### src/rtl/ts_par_pkg.sv
package ts_par_pkg;
  typedef enum logic [1:0] {
    FMT_188      = 2'd0,
    FMT_204_PAD  = 2'd1,
    FMT_204_FULL = 2'd2,
    FMT_SPARE    = 2'd3
  } ts_fmt_e;
endpackage

### src/rtl/ts_len_sel.sv
module ts_len_sel
  import ts_par_pkg::*;
#(
  parameter int PAY_LEN = 188,
  parameter int EXT_LEN = 16,
  parameter int POS_W   = 8
) (
  input  ts_fmt_e            fmt_i,
  output logic [POS_W-1:0]   take_o,
  output logic [POS_W-1:0]   frame_o
);
  localparam logic [POS_W-1:0] SHORT_LEN = POS_W'(PAY_LEN);
  localparam logic [POS_W-1:0] LONG_LEN  = POS_W'(PAY_LEN + EXT_LEN);

  always_comb begin
    unique case (fmt_i)
      FMT_204_PAD:  begin take_o = SHORT_LEN; frame_o = LONG_LEN;  end
      FMT_204_FULL: begin take_o = LONG_LEN;  frame_o = LONG_LEN;  end
      default:      begin take_o = SHORT_LEN; frame_o = SHORT_LEN; end
    endcase
  end
endmodule

### src/rtl/ts_pos_seq.sv
module ts_pos_seq #(
  parameter int POS_W = 8
) (
  input  logic             clk_i,
  input  logic             rst_ni,
  input  logic             start_i,
  input  logic             step_i,
  input  logic [POS_W-1:0] frame_i,
  output logic             busy_o,
  output logic [POS_W-1:0] pos_o
);
  // pos_o = bytes of the current packet already emitted
  always_ff @(posedge clk_i or negedge rst_ni) begin
    if (!rst_ni) begin
      busy_o <= 1'b0;
      pos_o  <= '0;
    end else if (!busy_o) begin
      if (start_i) begin
        busy_o <= 1'b1;
        pos_o  <= POS_W'(1);
      end
    end else if (step_i) begin
      if (pos_o == frame_i - POS_W'(1)) begin
        busy_o <= 1'b0;
        pos_o  <= '0;
      end else begin
        pos_o <= pos_o + POS_W'(1);
      end
    end
  end
endmodule

### src/rtl/ts_out_stage.sv
module ts_out_stage #(
  parameter int          DW        = 8,
  parameter logic [DW-1:0] SYNC_BYTE = 8'h47
) (
  input  logic          clk_i,
  input  logic          rst_ni,
  input  logic          load_i,
  input  logic          start_i,
  input  logic [DW-1:0] data_i,
  output logic [DW-1:0] data_o,
  output logic          valid_o,
  output logic          sync_o,
  output logic          err_o
);
  always_ff @(posedge clk_i or negedge rst_ni) begin
    if (!rst_ni) begin
      data_o  <= '0;
      valid_o <= 1'b0;
      sync_o  <= 1'b0;
      err_o   <= 1'b0;
    end else begin
      data_o  <= load_i ? data_i : '0;
      valid_o <= load_i;
      sync_o  <= start_i;
      err_o   <= start_i && (data_i != SYNC_BYTE);
    end
  end
endmodule

### src/rtl/ts_par_tx.sv
module ts_par_tx
  import ts_par_pkg::*;
#(
  parameter int            DW        = 8,
  parameter int            PAY_LEN   = 188,
  parameter int            EXT_LEN   = 16,
  parameter logic [DW-1:0] SYNC_BYTE = 8'h47
) (
  input  logic          clk_i,
  input  logic          rst_ni,
  input  logic [1:0]    fmt_i,
  input  logic [DW-1:0] in_data_i,
  input  logic          in_sop_i,
  input  logic          in_valid_i,
  output logic          in_ready_o,
  output logic [DW-1:0] out_data_o,
  output logic          out_sync_o,
  output logic          out_valid_o,
  output logic          hdr_err_o
);
  localparam int POS_W = $clog2(PAY_LEN + EXT_LEN + 1);

  ts_fmt_e          fmt_q;
  logic             busy, in_pad, start, pay, step;
  logic [POS_W-1:0] pos, take_len, frame_len;

  assign in_pad     = busy && (pos >= take_len);
  assign in_ready_o = !in_pad;
  assign start      = !busy && in_valid_i && in_sop_i;
  assign pay        = busy && !in_pad && in_valid_i;
  assign step       = pay || in_pad;

  // format latched once per packet
  always_ff @(posedge clk_i or negedge rst_ni) begin
    if (!rst_ni)    fmt_q <= FMT_188;
    else if (start) fmt_q <= ts_fmt_e'(fmt_i);
  end

  ts_len_sel #(.PAY_LEN(PAY_LEN), .EXT_LEN(EXT_LEN), .POS_W(POS_W)) u_len (
    .fmt_i   (fmt_q),
    .take_o  (take_len),
    .frame_o (frame_len)
  );

  ts_pos_seq #(.POS_W(POS_W)) u_seq (
    .clk_i   (clk_i),
    .rst_ni  (rst_ni),
    .start_i (start),
    .step_i  (step),
    .frame_i (frame_len),
    .busy_o  (busy),
    .pos_o   (pos)
  );

  ts_out_stage #(.DW(DW), .SYNC_BYTE(SYNC_BYTE)) u_out (
    .clk_i   (clk_i),
    .rst_ni  (rst_ni),
    .load_i  (start || pay),
    .start_i (start),
    .data_i  (in_data_i),
    .data_o  (out_data_o),
    .valid_o (out_valid_o),
    .sync_o  (out_sync_o),
    .err_o   (hdr_err_o)
  );
endmodule

### config.mk
export PLATFORM = sky130hd
export DESIGN_NAME = ts_par_tx
export DESIGN_NICKNAME = d
export VERILOG_FILES = /design/src/rtl/ts_par_pkg.sv /design/src/rtl/ts_len_sel.sv /design/src/rtl/ts_pos_seq.sv /design/src/rtl/ts_out_stage.sv /design/src/rtl/ts_par_tx.sv
export SDC_FILE = /design/constraint.sdc
export NUM_CORES = 1
export LEC_CHECK = 0
export ABC_AREA = 1
export ABC_CLOCK_PERIOD_IN_PS = 3000
export BUFFER_PORTS_ARGS = -buffer_cell sky130_fd_sc_hd__buf_2
export CORE_UTILIZATION = 56
export DETAILED_ROUTE_END_ITERATION = 8
export GPL_TIMING_DRIVEN = 0
export PLACE_DENSITY = 0.89
export SYNTH_ARGS = -nofsm -noshare
export SYNTH_HDL_FRONTEND = slang
export SYNTH_HIERARCHICAL = 1
export SYNTH_SLANG_ARGS = --single-unit
### constraint.sdc
create_clock -name clk_i -period 3 [get_ports clk_i]
set_input_delay 0.3 -clock clk_i [delete_from_list [all_inputs] [get_ports clk_i]]
set_output_delay 0.3 -clock clk_i [all_outputs]
set_load 0.1 [all_outputs]
======== Word level (Yosys, flattened, before mapping) ========
Index checks and enable logic that the tools add are counted.
word-level totals
  memory bits (read-only) ................. 0
  output and inout bits ................... 12
  memories ................................ 0
  RAM bits ................................ 0
  logic and storage cells ................. 39
  latch bits .............................. 0
  flip-flop bits (word level) ............. 22
  input bits .............................. 14
cells by class
  shift operators ......................... 0
  eq/ne operators ......................... 5
  add/subtract/negate cells ............... 2
  reductions and logical operators ........ 13
  div/mod/pow operators ................... 0
  bitwise gates (word level) .............. 0
  $mul .................................... 0
  mux-type cells .......................... 11
  order comparisons ....................... 1
operators by type and width
  cell                   number
  $mux W8                5
  $mux W7                2
  $add A8 B1 Y8 const B  1
  $eq A8 B8 Y1           1
  $ge A8 B8 Y1           1
  $ne A8 B7 Y1 const B   1
  $sub A8 B1 Y8 const B  1
  $logic_and A1 B1 Y1    6
  $mux W1                4
  $eq A2 B1 Y1 const B   1
  $eq A2 B2 Y1 const B   1
  $logic_not A1 Y1       2
  $logic_or A1 B1 Y1     2
  $ne A2 B2 Y1 const B   1
  $reduce_and A2 Y1      1
  $reduce_bool A2 Y1     1
  $reduce_or A2 Y1       1

======== Logic depth before layout (Yosys ltp) ========
  depth after elaboration ................. 10
  gate-level depth with buffers ........... 18
  depth with buffers taken out ............ 17

======== Cells and area by module ========
Netlist, hierarchy kept.
modules (own cells, without submodules)
  module        instances  cells each  area each (sq um)  sequential area each (sq um)
  ts_pos_seq    1          130         760.7              225.2
  ts_out_stage  1          39          381.6              275.3
  ts_par_tx     1          52          349.1              50.0
  ts_len_sel    1          19          133.9              0.0

======== Worst setup path before layout ========
No wires, ideal clock.
  path kind ............................... register to register
  start point ............................. register fmt_q[0]
  end point ............................... register u_seq.pos_o[0]
  arrival time ............................ 2.635 ns
  data required time ...................... 2.873 ns
  setup time .............................. 0.127 ns
  cell stages (with the launch flop) ...... 19
  slack ................................... 0.238 ns
  path buffers ............................ 1
  clock period less this slack ............ 2.762 ns
  path through ............................ dfrtp_1 inv_1 ha_1 inv_1 buf_4 inv_1 ha_1 a21oi_1 nor2_1 nor2_2 nand3_2 nand2_2 nand2_2 nand2_1 inv_1 a21oi_1 nor2_1 a21oi_1 a21oi_1
on the way
  longest elaborated chain between the ends .. 10
  elaborated cells between the ends (all ways) .. 18
  those cells by class .................... 1 x add/sub; 1 x order compare; 4 x eq/ne; 5 x mux; 7 x reduce/logical
RTL lines
  element                             line              source
  start, declared                     ts_par_tx.sv:23   ts_fmt_e fmt_q;
  start signal, assigned              ts_par_tx.sv:36   else if (start) fmt_q <= ts_fmt_e'(fmt_i);
  $eq A2 B2 Y1                        ts_len_sel.sv:16  unique case (fmt_i)
  $mux W7                             ts_len_sel.sv:16
  named net take_len[4]               ts_par_tx.sv:25   logic [POS_W-1:0] pos, take_len, frame_len;
  $ge A8 B8 Y1                        ts_par_tx.sv:27   assign in_pad = busy && (pos >= take_len);
  $logic_and A1 B1 Y1                 ts_par_tx.sv:27
  $logic_not A1 Y1                    -
  named net in_ready_o                ts_par_tx.sv:15   output logic in_ready_o,
  $logic_and A1 B1 Y1 (2 in series)   ts_par_tx.sv:30   assign pay = busy && !in_pad && in_valid_i;
  $logic_or A1 B1 Y1                  ts_par_tx.sv:31   assign step = pay || in_pad;
  named net step                      ts_par_tx.sv:24   logic busy, in_pad, start, pay, step;
  $ne A2 B2 Y1 (no source line)       -
  $reduce_and A2 Y1 (no source line)  -
  end signal, assigned                ts_pos_seq.sv:27  pos_o <= pos_o + POS_W'(1);
  end, declared                       ts_pos_seq.sv:10  output logic [POS_W-1:0] pos_o
The timed path passes the listed nets, and every way through them passes these cells. The select of a mux whose other input is x is not followed.
A chain may end at the register's enable or synchronous reset.

======== Worst setup path after layout ========
  start point ............................. register fmt_q[0]
  end point ............................... register u_seq.pos_o[0]
on the way
  longest elaborated chain between the ends .. 10
  elaborated cells between the ends (all ways) .. 18
  those cells by class .................... 1 x add/sub; 1 x order compare; 4 x eq/ne; 5 x mux; 7 x reduce/logical
RTL lines
  element                                 line
  $eq A2 B2 Y1 (*)                        ts_len_sel.sv:16
  $mux W7 (*)                             ts_len_sel.sv:16
  named net take_len[4]                   ts_par_tx.sv:25
  $ge A8 B8 Y1 (*)                        ts_par_tx.sv:27
  $logic_and A1 B1 Y1 (*)                 ts_par_tx.sv:27
  $logic_not A1 Y1                        ts_par_tx.sv:30
  $logic_and A1 B1 Y1 (2 in series)       ts_par_tx.sv:30
  $logic_or A1 B1 Y1 (*)                  ts_par_tx.sv:31
  named net step                          ts_par_tx.sv:24
  $ne A2 B2 Y1 (no source line) (*)       -
  $reduce_and A2 Y1 (no source line) (*)  -
The timed path passes the listed nets; every way through them passes the cells marked *. The select of a mux whose other input is x is not followed.

==> results by group <==
Floorplan
  • Die Y: 55.9 um
  • CORE AREA: 2760 um^2
  • Top Ports: 26
  • Initial Util: 0.589
  • Die ar.: 3120 um^2
  • Die extent in x: 55.9 um
  • Number of cell rows: 19

Setup path
  • Buf+Inv Stages, Crit Path: 5
  • Critical path data arrival time: 2850 ps
  • Crit-path max FO: 8
  • CP Capture Type: flip-flop
  • Critical path's slowest cell: dfrtp_1
  • Critical path's top delay family: compound AO/OA/AOI/OAI gates
  • Worst-path cell chain: inv_1 -> ha_1 -> inv_1 -> buf_4 -> inv_1 -> ha_1 -> a21oi_1 -> nor2_1 -> nor2_2 -> nand3_2 -> nand2_2 -> nand2_2 -> nand2_1 -> inv_1 -> a21oi_2 -> nor2_1 -> a21oi_1 -> a21oi_1
  • Critical path depth: 18
  • Critical Path Max Stage Delay: 360 ps
  • Worst setup SP type: flip-flop
  • Reg2reg path depth: 18
  • WP data required: 3220 ps
  • Worst path most repeated cell: inv_1
  • Kind of critical path: flip-flop to flip-flop

Pwr
  • Leakage: 1.20 nW
  • Pwr dens: 757 nW/um^2
  • Max IR drop VDD: 576 uV
  • Total power: 1.43 mW

Layout
  • Register Area: 551 um^2
  • Layout Utilization: 0.684
  • Final Cell Area: 1890 um^2
  • N_diodes: 0
  • Layout area overhead: 16.0%
  • Layout fillers: 241
  • Share of layout cells above drive strength 1: 0.183
  • Final std cells w/o fill: 309
  • Multi-input logic area: 837 um^2
  • Nets@finish: 305

Timing
  • Finish-stage setup viols: 0
  • Peak Freq: 0.379 GHz
  • Fin crit period: 2640 ps
  • RSZ-0062 raised after global routing: no
  • Worst Skew: 11.1 ps
  • Slew Viols, Final: 0
  • Final setup TNS: 0 ps
  • Final Cycle Share: 0.879
  • Final Hold Fails: 0

Detailed routing
  • Post-DR wirelength/cell: 9.54 um
  • DR vias: 1459
  • Met2 routed WL: 1470 um
  • Routed Antenna Nets: 0
  • Total Wirelength: 2950 um
  • DRC Markers: 0
  • Met1 wire length: 1370 um
  • Initial DRT Pass Iterations: 4
  • Metal3 WL: 56 um
  • Routed vias/inst: 4.72
  • Initial DRC count: 54
  • Top routing layer used: met4

CTS
  • Root Buffer: clkbuf_4
  • Postcts setup bufs: 0
  • CTS tree: done
  • Clock-pin slew on the worst setup and hold paths: 130 ps
  • Max Buffers Root-to-Sink: 2
  • H-tree depth reported by CTS: 1
  • Cts bufs inserted: 3
  • Clock Latency Late Sink: 320 ps
  • Clock Sinks: 22

Logic synthesis
  • Synth Area in Adders: 0.0924
  • Mapped cell area: 1630 um^2
  • Largest family of logic cells by synthesized area: simple AND/OR/NAND/NOR gates
  • Simple-gate share of the synthesized area: 0.325
  • Netlist cell types: 22
  • Mux cell area share after synthesis: 0
  • Post-synthesis sequential area ratio: 0.339
  • Post-synthesis instance total: 240
  • Compound-Gate Fraction of Synth Area: 0.0616
  • XOR/XNOR share of the synthesized area: 0.0108
  • Synth warnings: 6
  • #FFs+latches synth: 22
  • Avg Cell Area, Syn: 6.77 um^2

Placement
  • Cell Area, Placed: 1820 um^2
  • Final GP Congestion: 0.820
  • Number of buffer cells added on primary ports: 25
  • Post-DP HPWL: 2270 um
  • Inst Count DP: 304

Hold path
  • Hold Path Class: primary input to flip-flop
  • Hold Crit Depth: 3

Global routing
  • Vias in the first global route: 1239
  • Largest net degree at the start of global routing: 23
  • All-layer global routing usage: 0.201
  • Grt total ovfl: 0
  • Initial antenna violation count: 0
  • Wire length of the first global-routing pass: 4960 um

Run status
  • Status: completed

Run
  • Max Cap Violations: 0
Yosys cell counts:
library cell,n,area [um^2]
nor2_4,2,22.5
nand3_2,1,10.0
o21bai_1,1,7.51
ha_1,12,150
dfrtp_1,22,551
a21o_1,1,7.51
nand4_2,1,12.5
xor2_1,2,17.5
nand3_1,15,75.1
conb_1,2,7.51
buf_4,12,90.1
nand2_2,3,18.8
nand4_1,2,12.5
a21oi_1,7,35.0
nor2_2,1,6.26
o21ai_1,1,5.00
inv_1,47,176
nand2_1,71,267
and2_1,1,6.26
nor2_1,26,97.6
buf_2,1,5.00
o21ai_0,9,45.0
state kept, by name, summed over array words and instances, names as in the netlist:
name,count
fmt_q,2
u_out/data_o,8
u_out/err_o,1
u_out/sync_o,1
u_out/valid_o,1
u_seq/busy_o,1
u_seq/pos_o,8
final cells by class:
type / instances / share of cell area
Clock buffer: 3 / 0.0119
Timing Repair Buffer: 26 / 0.0717
Buffer: 13 / 0.0504
Clock inverter: 1 / 0.0159
Inverter: 47 / 0.0936
Sequential cell: 22 / 0.292
Multi-Input combinational cell: 166 / 0.444
Tap cell: 31 / 0.0206
placed cells by master (no fill, tap or decap), drive strengths merged, types with 2 or more instances in the layout:
cell	count
nand2	74
inv	47
buf	38
nor2	29
dfrtp	22
nand3	16
ha	12
conb	10
o21ai	10
a21oi	7
clkbuf	3
nand4	3
xor2	2
worst reg2reg max path, stage by stage (launching register included):
cell	delay, ps
dfrtp_1	360
inv_1	60
ha_1	180
inv_1	80
buf_4	110
inv_1	30
ha_1	280
a21oi_1	140
nor2_1	60
nor2_2	110
nand3_2	90
nand2_2	80
nand2_2	40
nand2_1	130
inv_1	170
a21oi_2	360
nor2_1	70
a21oi_1	130
a21oi_1	50
cells by family (layout without fill, tap and decap cells):
| group | count (synthesis) | count (layout) |
|---|---|---|
| flops | 22 | 22 |
| xor+xnor | 2 | 2 |
| simple gates | 123 | 123 |
| other cells | 2 | 10 |
| buf+inv | 60 | 90 |
| compound gates | 19 | 19 |
| fa+ha+maj | 12 | 12 |
where the power goes:
part	leakage (nW)	internal (mW)	total [mW]	switching, mW
combinational	0.891	0.241	0.757	0.516
sequential	0.283	0.366	0.440	0.0749
clock	0.0279	0.135	0.230	0.0944
total	1.20	0.742	1.43	0.686
final timing paths:
path                           from        endpoint  slack (ps)
setup / recovery           fmt_q[0]  u_seq/pos_o[0]         360
hold / removal             fmt_i[0]        fmt_q[0]         170
setup reg to reg           fmt_q[0]  u_seq/pos_o[0]         360
hold reg to reg            fmt_q[0]        fmt_q[0]         490
max in group asynchronous    rst_ni        fmt_q[1]        2200
min in group asynchronous    rst_ni  u_seq/pos_o[5]         460
layer usage:
metal  global-route usage  vias up
li1                     -      784
met1                0.235      653
met2                0.379       17
met3               0.0209        5
met4               0.0732        0
met5                    0        -
metrics by stage:
step	hold WS (ps)	worst slack (ps)
after floorplan	4.41	238
after global placement	283	289
after detailed placement	290	164
after CTS	168	107
after global routing	173	81.4
final	169	364
timing repair:
| item | 4_1_cts | 5_1_grt |
|---|---|---|
| hold buffers | 1 | 0 |
| endpoints found under the setup margin | 0 | 6 |
| resized for setup | 0 | 1 |
| hold endpoints to repair | 22 | 0 |
No activity file was read; power rests on OpenSTA's default activity.
